## config.mk

```make
export PLATFORM = sky130hd
export DESIGN_NAME = colrep_steer
export DESIGN_NICKNAME = d
export VERILOG_FILES = /design/src/rtl/colrep_pkg.sv /design/src/rtl/colrep_cfg_reg.sv /design/src/rtl/colrep_wr_shift.sv /design/src/rtl/colrep_rd_unshift.sv /design/src/rtl/colrep_steer.sv
export SDC_FILE = /design/constraint.sdc
export NUM_CORES = 1
export LEC_CHECK = 0
export BUFFER_PORTS_ARGS = -buffer_cell sky130_fd_sc_hd__buf_2
export CAP_MARGIN = 20
export CORE_ASPECT_RATIO = 0.6
export CORE_UTILIZATION = 35
export CTS_CLUSTER_SIZE = 30
export DETAILED_ROUTE_END_ITERATION = 8
export PLACE_DENSITY = 0.83
export SLEW_MARGIN = 10
export SYNTH_ARGS = -nofsm -noshare
export SYNTH_HDL_FRONTEND = slang
export SYNTH_SLANG_ARGS = --single-unit
```

## constraint.sdc

```tcl
create_clock -name clk -period 3.5 [get_ports clk]
set_clock_uncertainty 0.1 [all_clocks]
set_input_delay 0.175 -clock clk [delete_from_list [all_inputs] [get_ports clk]]
set_output_delay 0.175 -clock clk [all_outputs]
set_load 0.02 [all_outputs]
```

## src/rtl/colrep_pkg.sv

```systemverilog
package colrep_pkg;

   typedef enum logic [0:0] {
      MAP_DIRECT  = 1'b0,
      MAP_SHIFTED = 1'b1
   } map_mode_e;

   function automatic int unsigned idx_bits(input int unsigned n);
      return (n <= 2) ? 1 : $clog2(n);
   endfunction

endpackage

```

## src/rtl/colrep_cfg_reg.sv

```systemverilog
module colrep_cfg_reg
   import colrep_pkg::*;
#(
   parameter int unsigned DATA_W = 16,
   parameter int unsigned IDX_W  = idx_bits(DATA_W)
) (
   input  logic             clk,
   input  logic             rst_n,
   input  logic             load_i,
   input  logic             enable_i,
   input  logic [IDX_W-1:0] idx_i,
   output map_mode_e        mode_o,
   output logic [IDX_W-1:0] idx_o
);

   localparam logic [IDX_W:0] IDX_LIMIT = (IDX_W+1)'(DATA_W);

   logic in_range;
   assign in_range = ({1'b0, idx_i} < IDX_LIMIT);

   always_ff @(posedge clk or negedge rst_n) begin
      if (!rst_n) begin
         mode_o <= MAP_DIRECT;
         idx_o  <= '0;
      end else if (load_i) begin
         mode_o <= (enable_i && in_range) ? MAP_SHIFTED : MAP_DIRECT;
         idx_o  <= in_range ? idx_i : '0;
      end
   end

endmodule

```

## src/rtl/colrep_wr_shift.sv

```systemverilog
module colrep_wr_shift #(
   parameter int unsigned DATA_W = 16,
   parameter int unsigned IDX_W  = 4
) (
   input  logic              shifted_i,
   input  logic [IDX_W-1:0]  idx_i,
   input  logic [DATA_W-1:0] in_i,
   output logic [DATA_W:0]   out_o
);

   for (genvar j = 0; j <= DATA_W; j++) begin : g_col
      if (j == DATA_W) begin : g_spare
         assign out_o[j] = shifted_i ? in_i[DATA_W-1] : 1'b0;
      end else if (j == 0) begin : g_bottom
         assign out_o[j] = (shifted_i && (idx_i == '0)) ? 1'b0 : in_i[0];
      end else begin : g_mid
         localparam logic [IDX_W-1:0] COL = IDX_W'(j);
         always_comb begin
            if (!shifted_i || (COL < idx_i)) begin
               out_o[j] = in_i[j];
            end else if (COL == idx_i) begin
               out_o[j] = 1'b0;
            end else begin
               out_o[j] = in_i[j-1];
            end
         end
      end
   end

endmodule

```

## src/rtl/colrep_rd_unshift.sv

```systemverilog
module colrep_rd_unshift #(
   parameter int unsigned DATA_W = 16,
   parameter int unsigned IDX_W  = 4
) (
   input  logic              shifted_i,
   input  logic [IDX_W-1:0]  idx_i,
   input  logic [DATA_W:0]   phy_i,
   output logic [DATA_W-1:0] out_o
);

   for (genvar i = 0; i < DATA_W; i++) begin : g_bit
      localparam logic [IDX_W-1:0] POS = IDX_W'(i);
      assign out_o[i] = (shifted_i && (POS >= idx_i)) ? phy_i[i+1] : phy_i[i];
   end

endmodule

```

## src/rtl/colrep_steer.sv

```systemverilog
module colrep_steer
   import colrep_pkg::*;
#(
   parameter int unsigned DATA_W = 16,
   parameter int unsigned IDX_W  = idx_bits(DATA_W)
) (
   input  logic              clk,
   input  logic              rst_n,
   input  logic              cfg_load,
   input  logic              cfg_enable,
   input  logic [IDX_W-1:0]  cfg_fail_idx,
   input  logic [DATA_W-1:0] wr_data,
   input  logic [DATA_W-1:0] wr_mask,
   output logic [DATA_W:0]   phy_wr_data,
   output logic [DATA_W:0]   phy_wr_mask,
   input  logic [DATA_W:0]   phy_rd_data,
   output logic [DATA_W-1:0] rd_data
);

   localparam int unsigned PHY_W = DATA_W + 1;

   if (DATA_W < 2) begin : g_bad_width
      $error("colrep_steer: DATA_W must be at least 2");
   end
   if ((1 << IDX_W) < DATA_W) begin : g_bad_idx
      $error("colrep_steer: IDX_W too narrow for DATA_W");
   end
   if (PHY_W != DATA_W + 1) begin : g_bad_phy
      $error("colrep_steer: physical width must be one more than DATA_W");
   end

   map_mode_e        rep_mode;
   logic [IDX_W-1:0] rep_idx;
   logic             rep_shifted;

   colrep_cfg_reg #(
      .DATA_W (DATA_W),
      .IDX_W  (IDX_W)
   ) u_cfg (
      .clk      (clk),
      .rst_n    (rst_n),
      .load_i   (cfg_load),
      .enable_i (cfg_enable),
      .idx_i    (cfg_fail_idx),
      .mode_o   (rep_mode),
      .idx_o    (rep_idx)
   );

   assign rep_shifted = (rep_mode == MAP_SHIFTED);

   colrep_wr_shift #(
      .DATA_W (DATA_W),
      .IDX_W  (IDX_W)
   ) u_data_shift (
      .shifted_i (rep_shifted),
      .idx_i     (rep_idx),
      .in_i      (wr_data),
      .out_o     (phy_wr_data)
   );

   colrep_wr_shift #(
      .DATA_W (DATA_W),
      .IDX_W  (IDX_W)
   ) u_mask_shift (
      .shifted_i (rep_shifted),
      .idx_i     (rep_idx),
      .in_i      (wr_mask),
      .out_o     (phy_wr_mask)
   );

   colrep_rd_unshift #(
      .DATA_W (DATA_W),
      .IDX_W  (IDX_W)
   ) u_rd_unshift (
      .shifted_i (rep_shifted),
      .idx_i     (rep_idx),
      .phy_i     (phy_rd_data),
      .out_o     (rd_data)
   );

endmodule

```

==> summary.txt <==
Yosys
  • Mapped Area: 951 um^2
  • Post-synth cell types: 27
  • Yosys warnings: 0
  • Synth area leaders: mux2_2, a22o_1, dfrtp_1
  • Cells after Synth: 131
  • Synth top area share: 18.9%
  • Dominant cell type by area after synthesis: mux2_2
  • Sequential area share after synthesis: between 10% and 20%
  • Syn Nets: roughly 190
  • Mean cell area of the mapped netlist: about 7.3 um^2
  • Flops & latches, synth: 5

Drt
  • DR WL met2: ~1400 um
  • Top Metal Used: met4
  • Detail Route Antenna Nets: 0
  • Vias per cell: ~5
  • Drt total wl: approximately 3100 um
  • Metal-1 WL: between 1000 and 1500 um
  • Initial DRC count: 25
  • Vias: 1330
  • DRC viols: 0
  • Drt pass-1 iters: 4
  • Wire length per cell: between 10 and 15 um
  • Met3 WL: between 200 and 250 um

Global route
  • Global Route Usage Sum: about a fifth
  • Largest net degree at the start of global routing: 22
  • Initial antenna violation count: 0
  • Global route overflow: 0
  • First-pass GRT wire length: 4720 um
  • Vias in the first global route: 1104

Timing
  • Relative slew margins: 59.7%
  • Fmax: approximately 400 MHz
  • Final hold violation count: 0
  • Finish-stage setup viols: 0
  • Hold WS: 0.0622 ns
  • Slew @ Worst Pin: 0.604 ns
  • Final min period: 2.52 ns
  • RSZ-0062 raised after global routing: no
  • Max-slew violation count: 0
  • Fin crit share: a little under three quarters
  • Post-route setup TNS: 0 ns

Clock tree
  • Clk pin slew, worst setup/hold paths: 0.03 ns
  • H-tree depth: 1
  • CTS tree: done
  • Post_cts resized: 0
  • CTS Root Cell: clkbuf_8
  • Clk_lat worst skew: 0.22 ns
  • Number of CTS-inserted buffers: 3
  • Clock Sinks: 5
  • CTS max path bufs: 2

Setup path
  • Worst path slowest cell: dfrtp_1
  • Kind of cell adding the most delay to the critical path: flip-flops
  • Worst Path Max Fanout: 21
  • Setup CP Type: flop to output port
  • CP Capture Type: output port
  • Crit path buffers/inverters: 1
  • Data required time at the worst endpoint: 3.22 ns
  • Crit-path cells: nor2b_1 > a31o_2 > mux2_2 > buf_2
  • WP data arrival: 2.24 ns
  • Crit path launch type: flop
  • Delay of the slowest critical-path stage: between 0.6 and 0.7 ns

Run status
  • Status: finished clean

Die
  • Initial Utilization: a little under two fifths
  • Die area: 2940 um^2
  • Die Y-Extent: 42.4 um
  • Die W: between 60 and 70 um
  • Core ar.: about 2500 um^2
  • Num rows: 14
  • I/O pin count: roughly 110

Place
  • Dpl hpwl: approximately 2600 um
  • GPL Wtd Cong: 0.791
  • Placed cell count: between 200 and 300
  • Port Buffer Count: 106
  • Area after DPL: between 1000 and 1500 um^2

Final layout
  • Register area: 125 um^2
  • Cell area after layout: about 1500 um^2
  • Commonest cells after routing, fill and taps aside: buf_2, nand2_1, a22o_1, mux2_2, o21ai_0
  • Share of cells above drive strength 1: 55.4%
  • N_diodes: 0
  • NumNets Final: around 290
  • Final cell count without fillers: 265
  • Area growth, synth to finish: 61.3%
  • Commonest non-fill, non-tap cell in the layout: buf_2
  • Fillers: about 250
  • Multi-input logic area: ~760 um^2

Power and ir drop
  • Leakage: ~0.85 nW
  • Max VDD drop: between 0.3 and 0.4 mV
  • PwrDens: 313 nW/um^2
  • Overall power: around 0.48 mW

Worst hold path
  • Worst hold path class: primary input to flop

Run
  • Max-cap violations: 0
-- power breakdown --
part	internal (mW)	leakage, nW	total [mW]	switching (mW)
Sequential	0.0633	0.0598	0.0845	0.0212
Clock	0.0780	0.0228	0.104	0.0263
Combinational	0.125	0.767	0.291	0.166
Total	0.266	0.850	0.480	0.214
-- per-layer routing --
| metal | track usage (%) | up-vias |
|---|---|---|
| li1 | - | 683 |
| met1 | 25.1 | 579 |
| met2 | 34.2 | 66 |
| met3 | 6.25 | 2 |
| met4 | 2.45 | 0 |
| met5 | 0 | - |
-- stage by stage --
step,util (%),worst slack (ns)
final,60.4,0.982
after global routing,60.4,0.778
after CTS,60.4,0.991
after detailed placement,58.2,1.23
after global placement,58.2,1.25
after floorplan,-,1.67
-- cells by family after synthesis --
family	after synthesis	share of synthesized area, %
buffers and inverters	16	7.24
multiplexers	18	21.3
flip-flops	5	13.2
AND/OR/NAND/NOR	56	29.7
AO/OA/AOI/OAI	36	28.6
-- what timing repair did --
action / CTS / global route
setup buffers: 0 / 0
hold endpoints to repair: 5 / 0
setup endpoints to repair: 0 / 0
hold buffers: 1 / 0
-- cell type report --
class	count	share of cell area [%]
Tap cell	32	2.61
Multi-Input combinational cell	110	49.3
Timing Repair Buffer	107	35.2
Clock buffer	4	2.94
Sequential cell	5	8.16
Inverter	7	1.71
-- worst paths after layout --
check	start	slack [ns]	end	depth (start not counted)
worst max-delay path	u_cfg.mode_o	0.98	rd_data[10]	4
worst min-delay path	cfg_fail_idx[3]	0.06	u_cfg.idx_o[3]	3
worst max register to register	u_cfg.mode_o	2.31	u_cfg.mode_o	2
worst min register to register	u_cfg.idx_o[3]	0.64	u_cfg.idx_o[3]	2
max in group asynchronous	rst_n	2.97	u_cfg.idx_o[3]	2
min in group asynchronous	rst_n	0.20	u_cfg.idx_o[1]	2
-- worst reg2reg max path: cells and delay by family (launching register included) --
kind | cells | cell delay (ns)
AOI/OAI and AO/OA | 1 | 0.18
buffers and inverters | 1 | 0.15
DFF | 1 | 0.68
-- flip-flops by register name (all words and copies together) (netlist names) --
name	count
u_cfg.idx_o	4
u_cfg.mode_o	1
-- synth_stat cells --
cell type,count
nand3_1,6
o21ai_0,9
buf_2,7
nor2_1,2
o31ai_1,1
nand4_1,2
nand2_1,30
a22o_1,16
o31a_1,2
o2bb2ai_1,2
nor3b_2,1
and2_1,5
nand2b_1,3
a21oi_1,1
nor2_4,1
mux2_2,16
nor2b_1,3
inv_1,7
or4b_1,1
or3b_2,1
nand4b_1,1
dfrtp_1,5
clkbuf_1,2
mux2_1,2
a32o_1,2
a31o_2,1
o21ai_1,2
No activity file was read; power rests on OpenSTA's default activity.
